File: src/rtl/isoenc_pkg.sv
package isoenc_pkg;

  typedef struct packed {
    logic set;
    logic clr;
  } strobe_t;

  function automatic int unsigned max2(input int unsigned a, input int unsigned b);
    return (a > b) ? a : b;
  endfunction

endpackage

File: src/rtl/isoenc_sync.sv
module isoenc_sync #(
  parameter int unsigned STAGES = 2
) (
  input  logic clk,
  input  logic rst,
  input  logic d,
  output logic q
);
  logic [STAGES-1:0] chain;

  generate
    if (STAGES == 1) begin : g_single
      always_ff @(posedge clk) begin
        if (rst) chain <= '0;
        else     chain <= d;
      end
    end else begin : g_multi
      always_ff @(posedge clk) begin
        if (rst) chain <= '0;
        else     chain <= {chain[STAGES-2:0], d};
      end
    end
  endgenerate

  assign q = chain[STAGES-1];

  // synchronizer comes out of reset at level 0
  a_r1_sync_cleared: assert property (@(posedge clk) rst |=> (q == 1'b0));
endmodule

File: src/rtl/isoenc_gap_timer.sv
module isoenc_gap_timer #(
  parameter int unsigned IDLE_CYCLES    = 100,
  parameter int unsigned REFRESH_CYCLES = 100,
  parameter int unsigned CW             = 8
) (
  input  logic clk,
  input  logic rst,
  input  logic restart,
  output logic fire
);
  localparam logic [CW-1:0] IDLE_LAST = CW'(IDLE_CYCLES - 1);
  localparam logic [CW-1:0] RFSH_LAST = CW'(REFRESH_CYCLES - 1);

  logic [CW-1:0] cnt;
  logic          in_refresh;
  logic [CW-1:0] last_val;

  assign last_val = in_refresh ? RFSH_LAST : IDLE_LAST;
  assign fire     = (cnt == last_val);

  always_ff @(posedge clk) begin
    if (rst || restart) begin
      cnt        <= '0;
      in_refresh <= 1'b0;
    end else if (fire) begin
      cnt        <= '0;
      in_refresh <= 1'b1;
    end else begin
      cnt        <= cnt + 1'b1;
    end
  end

  // a restart always brings the count back to zero in the idle phase
  a_r6_restart_clears: assert property (@(posedge clk) disable iff (rst)
    restart |=> (cnt == '0 && !in_refresh));
  // the count never passes the limit of its current phase
  a_r5_count_bounded: assert property (@(posedge clk) disable iff (rst)
    (cnt <= last_val));
  // once the first refresh fires, later ones use the refresh interval
  a_r4_phase_switch: assert property (@(posedge clk) disable iff (rst)
    (fire && !restart) |=> in_refresh);
endmodule

File: src/rtl/isoenc_lane.sv
module isoenc_lane
  import isoenc_pkg::*;
#(
  parameter int unsigned SYNC_STAGES    = 2,
  parameter int unsigned IDLE_CYCLES    = 100,
  parameter int unsigned REFRESH_CYCLES = 100,
  parameter int unsigned CW             = 8
) (
  input  logic    clk,
  input  logic    rst,
  input  logic    pwr,
  input  logic    din,
  output strobe_t out
);
  logic lvl;
  logic lvl_prev;
  logic edge_seen;
  logic rf_fire;
  logic send;

  isoenc_sync #(.STAGES(SYNC_STAGES)) u_sync (
    .clk (clk),
    .rst (rst),
    .d   (din),
    .q   (lvl)
  );

  assign edge_seen = (lvl != lvl_prev);

  isoenc_gap_timer #(
    .IDLE_CYCLES    (IDLE_CYCLES),
    .REFRESH_CYCLES (REFRESH_CYCLES),
    .CW             (CW)
  ) u_timer (
    .clk     (clk),
    .rst     (rst),
    .restart (edge_seen || !pwr),
    .fire    (rf_fire)
  );

  assign send = pwr && (edge_seen || rf_fire);

  always_ff @(posedge clk) begin
    if (rst) begin
      lvl_prev <= 1'b0;
      out      <= '0;
    end else begin
      lvl_prev <= lvl;
      out.set  <= send && lvl;
      out.clr  <= send && !lvl;
    end
  end

  // never both strobes on one channel
  a_r8_exclusive: assert property (@(posedge clk) disable iff (rst)
    !(out.set && out.clr));
  // unpowered side sends nothing
  a_r7_quiet_unpowered: assert property (@(posedge clk) disable iff (rst)
    !pwr |=> (!out.set && !out.clr));
  // a synchronized rise yields a set strobe
  a_r2_set_on_rise: assert property (@(posedge clk) disable iff (rst)
    (pwr && lvl && !lvl_prev) |=> out.set);
  // a synchronized fall yields a clear strobe
  a_r3_clr_on_fall: assert property (@(posedge clk) disable iff (rst)
    (pwr && !lvl && lvl_prev) |=> out.clr);
endmodule

File: src/rtl/isoenc_pulse_tx.sv
module isoenc_pulse_tx
  import isoenc_pkg::*;
#(
  parameter int unsigned NUM_CH         = 5,
  parameter int unsigned SYNC_STAGES    = 2,
  parameter int unsigned IDLE_CYCLES    = 100,
  parameter int unsigned REFRESH_CYCLES = 100
) (
  input  logic              clk,
  input  logic              rst,
  input  logic              side_pwr_i,
  input  logic [NUM_CH-1:0] din_i,
  output logic [NUM_CH-1:0] set_o,
  output logic [NUM_CH-1:0] clr_o
);
  localparam int unsigned CW = $clog2(max2(IDLE_CYCLES, REFRESH_CYCLES) + 1);

  generate
    for (genvar c = 0; c < NUM_CH; c++) begin : g_ch
      strobe_t st;
      isoenc_lane #(
        .SYNC_STAGES    (SYNC_STAGES),
        .IDLE_CYCLES    (IDLE_CYCLES),
        .REFRESH_CYCLES (REFRESH_CYCLES),
        .CW             (CW)
      ) u_lane (
        .clk (clk),
        .rst (rst),
        .pwr (side_pwr_i),
        .din (din_i[c]),
        .out (st)
      );
      assign set_o[c] = st.set;
      assign clr_o[c] = st.clr;
    end
  endgenerate

  // outputs idle after a reset edge
  a_r1_reset_quiet: assert property (@(posedge clk)
    rst |=> (set_o == '0 && clr_o == '0));
  // no channel shows both strobes at once
  a_r8_all_exclusive: assert property (@(posedge clk) disable iff (rst)
    ((set_o & clr_o) == '0));
endmodule

File: config.mk
export PLATFORM = sky130hd
export DESIGN_NAME = isoenc_pulse_tx
export DESIGN_NICKNAME = d
export VERILOG_FILES = /design/src/rtl/isoenc_pkg.sv /design/src/rtl/isoenc_sync.sv /design/src/rtl/isoenc_gap_timer.sv /design/src/rtl/isoenc_lane.sv /design/src/rtl/isoenc_pulse_tx.sv
export SDC_FILE = /design/constraint.sdc
export NUM_CORES = 1
export LEC_CHECK = 0
export BUFFER_PORTS_ARGS = -buffer_cell sky130_fd_sc_hd__buf_2
export CAP_MARGIN = 20
export CORE_MARGIN = 2
export CORE_UTILIZATION = 50
export CTS_CLUSTER_SIZE = 30
export DETAILED_ROUTE_END_ITERATION = 12
export PLACE_DENSITY = 0.75
export SLEW_MARGIN = 20
export SYNTH_ARGS = -nofsm -noshare
export SYNTH_HDL_FRONTEND = slang
export SYNTH_SLANG_ARGS = --single-unit
File: constraint.sdc
create_clock -name clk -period 1.59 [get_ports clk]
set_input_delay 0.2385 -clock clk [delete_from_list [all_inputs] [get_ports clk]]
set_output_delay 0.2385 -clock clk [all_outputs]
set_load 0.03 [all_outputs]
[After elaboration in Yosys (flattened, before gate mapping)]
Index checks and enable logic that the tools add are counted.
Operators by class
  mux-type cells: 0
  reductions and logical operators: 41
  order comparisons: 0
  add/subtract/negate cells: 5
  div/mod/pow operators: 0
  equal/unequal tests: 10
  shifts and indexed selects: 0
  multipliers: 0
  bitwise gates (word level): 0
Operator list (number)
  $add 7x1->7 const B: 5
  $eq 7x7->1 const B: 5
  $logic_and 1x1->1: 15
  $logic_or 1x1->1: 15
  $reduce_or 2->1: 5
  $logic_not 1->1: 6
  $ne 1x1->1: 5
Word-level totals
  output and inout port bits: 10
  flip-flop bits (word level): 60
  logic and storage cells: 81
  bits in latches: 0
  memories: 0
  bits of input ports: 8
  ROM bits: 0
  bits in writable memories: 0

[Logic depth before layout (Yosys ltp)]
Gate-level depths: netlist of the first run.
  word-level depth: 4
  depth in mapped cells: 4

[Hierarchy]
Synthesis of the first run repeated with hierarchy kept, for this count alone.
Second synthesis, totals
  cells, all modules: 240
  area, all modules: 2333.5 um^2
By module, submodules not included
  isoenc_gap_timer: cells an instance 34, times used 5, area an instance 307.8 um^2
  isoenc_lane: cells an instance 10, times used 5, area an instance 106.4 um^2
  isoenc_sync: cells an instance 4, times used 5, area an instance 52.6 um^2

[Least setup slack after synthesis of the first run]
Ideal clock, no wire load.
  path type: register to register
  from: reg g_ch[4].u_lane.u_timer.cnt[0]
  to: reg g_ch[4].u_lane.u_timer.cnt[2]
  path buffers: 0
  library setup time: 115 ps
  data arrival time: 1178 ps
  clock period less this slack: 1293 ps
  setup slack: 297 ps
  cell stages (with the launch flop): 5
  required time: 1475 ps
  cells stage by stage: dfxtp_1 > ha_1 > nor4b_1 > a211o_2 > nor2_1
On the way
  longest elaborated chain between the ends: 2
RTL lines
  from (decl): line isoenc_gap_timer.sv:14  | logic [CW-1:0] cnt;
  from (signal assigned): line isoenc_gap_timer.sv:29  | cnt <= cnt + 1'b1;
  parallel branches: the longest is 2 deep, another holds $add 7x1->7
Several ways; the timed one is not identified.
A chain may end at the register's enable or synchronous reset.

[Final worst setup path of the first run]
  from: reg g_ch[4].u_lane.u_timer.cnt[0]
  to: reg g_ch[4].u_lane.u_timer.cnt[6]
The elaborated chain is that of the path after synthesis.

==> results_dict.tcl, run 1 <==
set metrics [dict create \
    clock_skew_ns 0.00615 \
    synth-seq-area-share_pct 54.0 \
    postSynthCellCount 226 \
    cts_buffers 9 \
    num_antenna_cells 0 \
    p_leak_uw 0.000994 \
    area_growth_pct 14.3 \
    syn-num-nets 239 \
    gr-usage-all-layers_pct 13.8 \
    dp_cells 294 \
    final-seq-area_mm2 0.00120 \
    crit_path_end_kind "flop" \
    max_stage_delay_ns 0.42 \
    ant_nets 0 \
    holdCritStartpoint "din_i[1]" \
    path_clk_slew_ns 0.06 \
    required_ns 1.79 \
    ir_drop_v 0.000464 \
    syn_area_per_cell_um2 9.85 \
    maxSlewViolCount 0 \
    power_density_mw_per_mm2 1120 \
    grt_max_degree 14 \
    worst_pin_slew_ns 0.542 \
    grt_pass1_wl_mm 5.38 \
    hold_violations 0 \
    yosysWarnings 0 \
    r2r-start "g_ch[4].u_lane.u_timer.cnt[0]" \
    grt_pass1_vias 1321 \
    postCtsHoldBufs 0 \
    drive_gt1_share_pct 17.2 \
    grt_overflow_total 0 \
    status "complete, no violations" \
    hp-class "in2reg" \
    fill_cells 372 \
    pin_count 18 \
    first_pass_iters 4 \
    clock_tree.buffer_depth 2 \
    synth_cell_type_count 23 \
    period_share_pct 89.7 \
    fin_ws_ns 0.163 \
    worstPathMaxFanout 7 \
    multi_input_area_um2 991 \
    wl_per_cell_um 10.4 \
    cp-start-kind "flop" \
    rsz0062_at_grt "false" \
    crit_slowest_cell "nor4b_1" \
    cts.sinks 60 \
    critPathArrivalTime_ns 1.63 \
    drc 0 \
    cts.htree.levels 3 \
    place_ws_ns 0.184 \
    fin_nets 266 \
    maxCapViolCount 0 \
    gp_congestion 0.730 \
    insertion_delay_ns 0.32 \
    cts_tree "built" \
    fin_crit_ns 1.43 \
    portBuffers 17 \
    post_drt_via_cell_ratio 4.98 \
    startpoint "g_ch[4].u_lane.u_timer.cnt[0]" \
    die_h_um 70.7 \
    design.core.area_mm2 0.00432 \
    slew_headroom_pct 63.4 \
    antenna_found_initial 0 \
    synth.ff_latch_count 60 \
    instances_no_fill 308 \
    cts_root_buf "clkbuf_8" \
    drt_iter0_drc 86 \
    crit_type "reg2reg" \
    fmax_ghz 0.701 \
    syn_area_mm2 0.00223 \
    wl_mm 3.19 \
    path_cells "ha_1 -> nor4b_1 -> a211o_2 -> a21oi_1" \
    die_w_um 70.7 \
    finalSetupTns_ns 0 \
    dieArea_mm2 0.00500 \
    rows 24 \
    cts_setup_buffers 0 \
    setup_viol 0 \
    post_cts_resized 0 \
    vias 1534 \
    hpwl_mm 2.22 \
    start_util_pct 51.5 \
]
[state kept, by name, indices dropped and copies added (netlist names)]
name	cells
g_ch.u_lane.u_sync.chain	10
g_ch.u_lane.out	10
g_ch.u_lane.lvl_prev	5
g_ch.u_lane.u_timer.cnt	35
[area by class of cell]
class / instances / share of cell area [%]
Sequential cell: 60 / 47.2
Multi-Input combinational cell: 159 / 39.0
Clock buffer: 12 / 6.49
Timing Repair Buffer: 18 / 3.64
Tap cell: 52 / 2.56
Inverter: 5 / 0.738
Clock inverter: 2 / 0.394
[power breakdown]
group | internal (uW) | total (uW) | switching, uW | leakage, uW
Sequential | 1530 | 1550 | 19.7 | 0.000487
Combinational | 44.0 | 100 | 56.3 | 0.000412
Clock | 670 | 1180 | 512 | 0.0000941
[metrics by stage]
step | total power, uW | hold WS (ns) | utilization [%] | cell area (um^2)
finish | 2840 | 0.126 | 58.8 | 2540
global route | 2940 | 0.123 | 58.8 | 2540
CTS | 2870 | 0.114 | 58.8 | 2540
detailed placement | 1690 | 0.420 | 54.8 | 2370
global placement | 1690 | 0.418 | 54.8 | 2370
floorplan | 1660 | 0.310 | - | 2230
[cell usage after synthesis]
library cell | instances | area share (%)
ha_1 | 5 | 2.8
clkbuf_1 | 1 | 0.17
nor2_1 | 25 | 4.2
dfxtp_1 | 60 | 54
o21ai_0 | 10 | 2.2
nor4b_2 | 2 | 1.3
xnor2_1 | 5 | 2.0
xor2_1 | 15 | 5.9
nand2_1 | 20 | 3.4
a211o_4 | 2 | 1.6
a21oi_1 | 16 | 3.6
inv_1 | 5 | 0.84
nor2b_1 | 12 | 3.4
and2_1 | 5 | 1.4
buf_6 | 1 | 0.51
nor3_1 | 5 | 1.1
and2b_1 | 4 | 1.3
nand3_1 | 12 | 2.7
nand2b_4 | 1 | 0.62
or3_1 | 10 | 2.8
a21oi_2 | 4 | 1.6
a211o_2 | 3 | 1.3
nor4b_1 | 3 | 1.2
[critical path: cells and delay by family (launching register included)]
kind            cells  cell delay (ns)
compound gates      2             0.34
fa+ha+maj           1             0.20
flops               1             0.35
simple gates        1             0.42
[cells by family after synthesis]
group | share of synthesized area (%)
buf+inv | 1.52
xor+xnor | 7.87
flops | 54.0
fa+ha+maj | 2.81
simple gates | 23.5
compound gates | 10.3
[path summary, 6_finish.rpt]
kind	end	slack, ns	depth (start not counted)
max	g_ch[4].u_lane.u_timer.cnt[6]	0.16	4
min	g_ch[1].u_lane.u_sync.chain[0]	0.13	2
max reg2reg	g_ch[4].u_lane.u_timer.cnt[6]	0.16	4
min reg2reg	g_ch[1].u_lane.u_sync.chain[1]	0.44	1
[layout by cell type (no fill, tap or decap), types with 10 or more instances in the layout]
| master | count |
|---|---|
| or3_1 | 10 |
| xor2_1 | 15 |
| nand2_1 | 20 |
| dfxtp_1 | 60 |
| a21oi_1 | 16 |
| nand3_1 | 12 |
| buf_2 | 17 |
| nor2b_1 | 12 |
| nor2_1 | 25 |
| clkbuf_8 | 12 |
| o21ai_0 | 10 |
[per-layer routing]
layer / share of wire [%] / vias to the layer above / GRT usage (%)
met2: 44 / 28 / 20.4
met3: 4.6 / 8 / 5.70
met1: 50 / 678 / 17.3
met5: 0 / - / 0
met4: 1.8 / 0 / 6.92
li1: - / 820 / -
(Power assumes the default switching activity.)
==> run 2, diff against run 1 <==
PLACE_DENSITY = 0.78   (was 0.75)
clock period = 1.2 ns   (was 1.59 ns; I/O delays follow)
==> results_dict.tcl, run 2 (same netlist as run 1, synthesis figures left out) <==
set metrics [dict create \
    largest_register_ff_count 35 \
    drive_gt1_share_pct 48.4 \
    fin_crit_ns 1.21 \
    portBuffers 17 \
    swShare_pct 21.9 \
    crit_slowest_cell "a211o_4" \
    r2r_cells 4 \
    power_density_mw_per_mm2 1210 \
    ant_nets 0 \
    fin_ws_ns -0.00919 \
    first_pass_iters 4 \
    pin_count 18 \
    cts.sinks 60 \
    switchingPower_uw 807 \
    gr-usage-all-layers_pct 17.8 \
    drc 0 \
    hp-class "in2reg" \
    largestRegisters "g_ch.u_lane.u_timer.cnt x35, g_ch.u_lane.out x10, g_ch.u_lane.u_sync.chain x10" \
    num_antenna_cells 0 \
    clock_tree.buffer_depth 2 \
    worstReg2RegEnd "g_ch[1].u_lane.u_timer.cnt[5]" \
    place_ws_ns -0.0406 \
    timing.hold.ws_ns 0.0557 \
    worst_pin_slew_ns 0.300 \
    path_clk_slew_ns 0.06 \
    sequentialPowerShare_pct 56.0 \
    total_power_uw 3690 \
    cts.htree.levels 3 \
    dieArea_mm2 0.00500 \
    post_drt_via_cell_ratio 5.09 \
    largest_register "g_ch.u_lane.u_timer.cnt" \
    area_growth_pct 37.4 \
    drt_iter0_drc 97 \
    cts_root_buf "clkbuf_8" \
    wl_mm 4.54 \
    maxSlewViolCount 0 \
    fmax_ghz 0.827 \
    crit_path_end "g_ch[1].u_lane.u_timer.cnt[5]" \
    setup_viol 3 \
    start_util_pct 51.5 \
    required_ns 1.47 \
    cp-start-kind "flop" \
    dp_cells 321 \
    p_leak_uw 0.00115 \
    die_h_um 70.7 \
    design.core.area_mm2 0.00432 \
    max_stage_delay_ns 0.38 \
    grt_pass1_vias 1607 \
    hpwl_mm 2.73 \
    ff2ff_setup_slack_ns -0.009 \
    clock_skew_ns 0.00657 \
    antenna_found_initial 0 \
    grt_overflow_total 0 \
    cts_buffers 9 \
    ir_drop_v 0.000851 \
    maxCapViolCount 0 \
    grt_max_degree 15 \
    cts_tree "built" \
    gp_congestion 0.751 \
    fin_nets 297 \
    mostFrequentLayoutCells "dfxtp_1, buf_4, nand2_1, nor2_2, dfxtp_2" \
    postCtsHoldBufs 0 \
    insertion_delay_ns 0.33 \
    status "finished, violations left" \
    comb_power_share_pct 5.3 \
    hold_violations 0 \
    p_int_uw 2890 \
    rows 24 \
    failed_checks "negative setup slack" \
    wl_per_cell_um 13.5 \
    crit_type "reg2reg" \
    path_cells "ha_4 -> and2_4 -> a211o_4 -> a21oi_2" \
    die_w_um 70.7 \
    vias 1717 \
    worstPathMaxFanout 7 \
    slew_headroom_pct 79.8 \
    min_path_cells 2 \
    critPathArrivalTime_ns 1.48 \
    clkPwrFrac_pct 38.7 \
    period_share_pct 101 \
    startpoint "g_ch[1].u_lane.u_timer.cnt[0]" \
    instances_no_fill 337 \
    grt_pass1_wl_mm 6.77 \
    rsz0062_at_grt "true" \
    final_common_cell "dfxtp_1" \
    crit_path_end_kind "flop" \
    r2r-start "g_ch[1].u_lane.u_timer.cnt[0]" \
]
## run 2: changes by cell type in the layout (fill, tap and decap cells not counted), moves of 18 or more
cell and change:
nor2_1 -19, dfxtp_2 +18, nor2_2 +18, dfxtp_1 -19
buf_4 +31
## run 2: layer usage
layer | global-route usage, % | routed length, um
met1 | 19.8 | 2100
met2 | 28.6 | 2130
met3 | 8.55 | 192
met4 | 8.39 | 111
met5 | 0 | 0
## run 2: what timing repair did
item | CTS | global route
setup buffers | 0 | 4
pin swaps | 12 | 14
endpoints found under the setup margin | 33 | 37
gates cloned | 0 | 0
resized for setup | 24 | 54
## run 2: critical path: cells and delay by family (launching register included)
family	cells	cell delay, ns
and+or+nand+nor	1	0.14
adders and majority gates	1	0.16
DFF	1	0.34
AOI/OAI and AO/OA	2	0.51
## run 2: stage by stage
step	area, um^2	utilization, %	setup TNS [ns]
6_report	3060	70.7	-0.0145
4_1_cts	2840	65.7	-0.0715
5_1_grt	3060	70.7	-0.514
3_3_place_gp	2590	59.8	0
2_1_floorplan	2240	-	0
3_5_place_dp	2590	59.8	-0.230
## run 2: final cells by class
type / count / area [um^2]
Clock buffer: 12 / 145
Fill cell: 293 / 1270
Inverter: 5 / 18.8
Multi-Input combinational cell: 159 / 1280
Sequential cell: 60 / 1230
Tap cell: 52 / 65.1
Timing Repair Buffer: 49 / 325
## run 2: how the worst min path moves through the flow
stage                     slack (ns)                             end      from
after floorplan                 0.25  g_ch[3].u_lane.u_sync.chain[1]       rst
after global placement          0.40  g_ch[4].u_lane.u_sync.chain[0]  din_i[4]
after detailed placement        0.39  g_ch[4].u_lane.u_sync.chain[0]  din_i[4]
after CTS                       0.05  g_ch[4].u_lane.u_sync.chain[0]  din_i[4]
after global routing            0.06  g_ch[2].u_lane.u_sync.chain[0]  din_i[2]
final                           0.06  g_ch[4].u_lane.u_sync.chain[0]  din_i[4]
## run 2: power by group through the flow
stage	logic (uW)	registers, uW	clock network (uW)
4_1_cts	172	2060	1450
6_report	196	2070	1430
3_5_place_dp	160	2100	0
3_3_place_gp	154	2100	0
2_1_floorplan	90.7	2110	0
5_1_grt	215	2070	1530
==> run 3, diff against run 2 <==
ABC_AREA = 1   (was not set)
==> results_dict.tcl, run 3 <==
set metrics [dict create \
    slew_headroom_pct 75.4 \
    fin_nets 326 \
    cts.htree.levels 3 \
    mostFrequentLayoutCells "nor2_1, dfxtp_1, inv_1, nand2_1, buf_2" \
    synth.ff_latch_count 60 \
    clock_skew_ns 0.00581 \
    hold_violations 0 \
    sequentialPowerShare_pct 54.5 \
    drt_iter0_drc 86 \
    timing.hold.ws_ns 0.0466 \
    insertion_delay_ns 0.33 \
    maxCapViolCount 0 \
    portBuffers 17 \
    syn-num-nets 298 \
    worst_pin_slew_ns 0.367 \
    post_drt_via_cell_ratio 4.64 \
    status "complete, no violations" \
    rows 24 \
    largest_register "g_ch.u_lane.u_timer.cnt" \
    synth_cell_type_count 17 \
    dieArea_mm2 0.00520 \
    syn_area_mm2 0.00232 \
    rsz0062_at_grt "false" \
    yosys-top-cells-count "nor2_1, dfxtp_1, inv_1, nand2_1, nand3_1" \
    cts_root_buf "clkbuf_8" \
    die_h_um 72.1 \
    synth_top_area_cell "dfxtp_1" \
    largest_register_ff_count 35 \
    period_share_pct 94.6 \
    start_util_pct 52.6 \
    hp-class "in2reg" \
    cts_tree "built" \
    synth_most_common_cell "nor2_1" \
    place_ws_ns 0.0259 \
    path_clk_slew_ns 0.06 \
    ir_drop_v 0.000786 \
    critPathTopFamily "simple AND/OR/NAND/NOR gates" \
    synth.area.top_cells "dfxtp_1, nor2_1, inv_1, nand2_1, nand3_4" \
    fmax_ghz 0.881 \
    p_leak_uw 0.00113 \
    drc 0 \
    largestRegisters "g_ch.u_lane.u_timer.cnt x35, g_ch.u_lane.out x10, g_ch.u_lane.u_sync.chain x10" \
    first_pass_iters 4 \
    critPathArrivalTime_ns 1.40 \
    crit_path_frequent_cell "nand2_1" \
    finalSetupTns_ns 0 \
    pin_count 18 \
    swShare_pct 22.2 \
    post_dp_cell_area_mm2 0.00246 \
    synth_top_flop_cell "dfxtp_1" \
    vias 1713 \
    die_w_um 72.1 \
    synth-seq-area-share_pct 51.8 \
    cts.sinks 60 \
    syn_area_per_cell_um2 8.14 \
    gp_congestion 0.755 \
    hpwl_mm 2.51 \
    p_int_uw 2940 \
    crit_path_end_kind "flop" \
    comb_power_share_pct 4.3 \
    synth_edf_count 0 \
    postCtsHoldBufs 0 \
    grt_pass1_wl_mm 6.57 \
    power_density_mw_per_mm2 1390 \
    switchingPower_uw 839 \
    cts_buffers 9 \
    crit_slowest_cell "dfxtp_4" \
    grt_pass1_vias 1621 \
    fin_ws_ns 0.0647 \
    wl_mm 3.79 \
    design.core.area_mm2 0.00441 \
    clkPwrFrac_pct 41.2 \
    cp-start-kind "flop" \
    gr-usage-all-layers_pct 16.7 \
    ant_nets 0 \
    clock_tree.buffer_depth 2 \
    area_growth_pct 16.9 \
    maxSlewViolCount 0 \
    synthArstFlopShare_pct 0 \
    yosysWarnings 0 \
    final_common_cell "nor2_1" \
    yosysTopAreaCellShare_pct 51.8 \
    wl_per_cell_um 10.3 \
    max_stage_delay_ns 0.36 \
    required_ns 1.46 \
    postSynthCellCount 285 \
    fin_area_mm2 0.00271 \
    antenna_found_initial 0 \
    path_cells "ha_4 -> nand2_1 -> nand3b_1 -> nand2_1 -> nand2_2 -> nor2_1" \
    cp_num_buf_inv 0 \
    drive_gt1_share_pct 16.7 \
    setup_viol 0 \
    grt_overflow_total 0 \
    num_antenna_cells 0 \
    fin_crit_ns 1.14 \
    grt_max_degree 11 \
    worstPathMaxFanout 3 \
    crit_type "reg2reg" \
]
[run 3: cell types whose count changed in the layout (fill, tap and decap cells not counted), sizes merged, moves of 6 or more]
cell	change
a21oi	-18
buf	-30
inv	+35
nand2	+11
nand3	+7
nor2	+70
nor2b	-12
o21ai	-9
or3	-10
xor2	-6
[run 3: worst paths after layout]
path	to	start	slack, ns	cells past startpoint
min	g_ch[1].u_lane.u_sync.chain[0]	din_i[1]	0.05	3
max	g_ch[1].u_lane.out[1]	g_ch[1].u_lane.u_timer.cnt[0]	0.06	6
min reg2reg	g_ch[3].u_lane.u_sync.chain[1]	g_ch[3].u_lane.u_sync.chain[0]	0.40	2
max reg2reg	g_ch[1].u_lane.out[1]	g_ch[1].u_lane.u_timer.cnt[0]	0.06	6
[run 3: power groups by stage]
stage,logic [uW],clock network (uW),registers [uW]
finish,161,1560,2060
global route,183,1690,2070
CTS,157,1600,2060
detailed placement,156,0,2100
global placement,153,0,2100
floorplan,112,0,2110
[run 3: cells by family (layout without fill, tap and decap cells)]
| kind of cell | after synthesis | count (layout) | share of synthesized area [%] |
|---|---|---|---|
| simple gates | 156 | 156 | 30.6 |
| flops | 60 | 60 | 51.8 |
| buf+inv | 42 | 74 | 7.17 |
| xor+xnor | 19 | 19 | 7.17 |
| fa+ha+maj | 5 | 5 | 2.70 |
| compound gates | 3 | 3 | 0.647 |
[run 3: tightest hold or removal path: stages]
cell and delay, ns:
buf_2 0.07, inv_1 0.03, nor2_1 0.06
[run 3: layout make-up]
class                      count  area, um^2
multi-input combinational    183        1020
timing repair buffer          19         100
tap                           52        65.1
fill                         378        1700
inverter                      40         150
clock buffer                  13         159
clock inverter                 2        10.0
sequential                    60        1210
[run 3: per-stage QoR]
stage / util [%] / total power [uW] / instances
after global placement: 55.8 / 2250 / 353
final: 61.5 / 3780 / 369
after detailed placement: 55.8 / 2260 / 353
after CTS: 59.7 / 3820 / 368
after floorplan: - / 2220 / 285
after global routing: 61.5 / 3940 / 369
[run 3: timing repair]
item                                    CTS  global route
resized for setup                         2            17
setup buffers                             0             1
endpoints found under the setup margin    1            34
pin swaps                                 0             2
[run 3: routing by layer]
metal,vias to the layer above,share of wire [%],track usage [%]
met3,9,3.9,5.14
met1,755,46,19.2
met4,0,2.8,10.3
met2,30,47,27.0
met5,-,0,0
li1,919,-,-
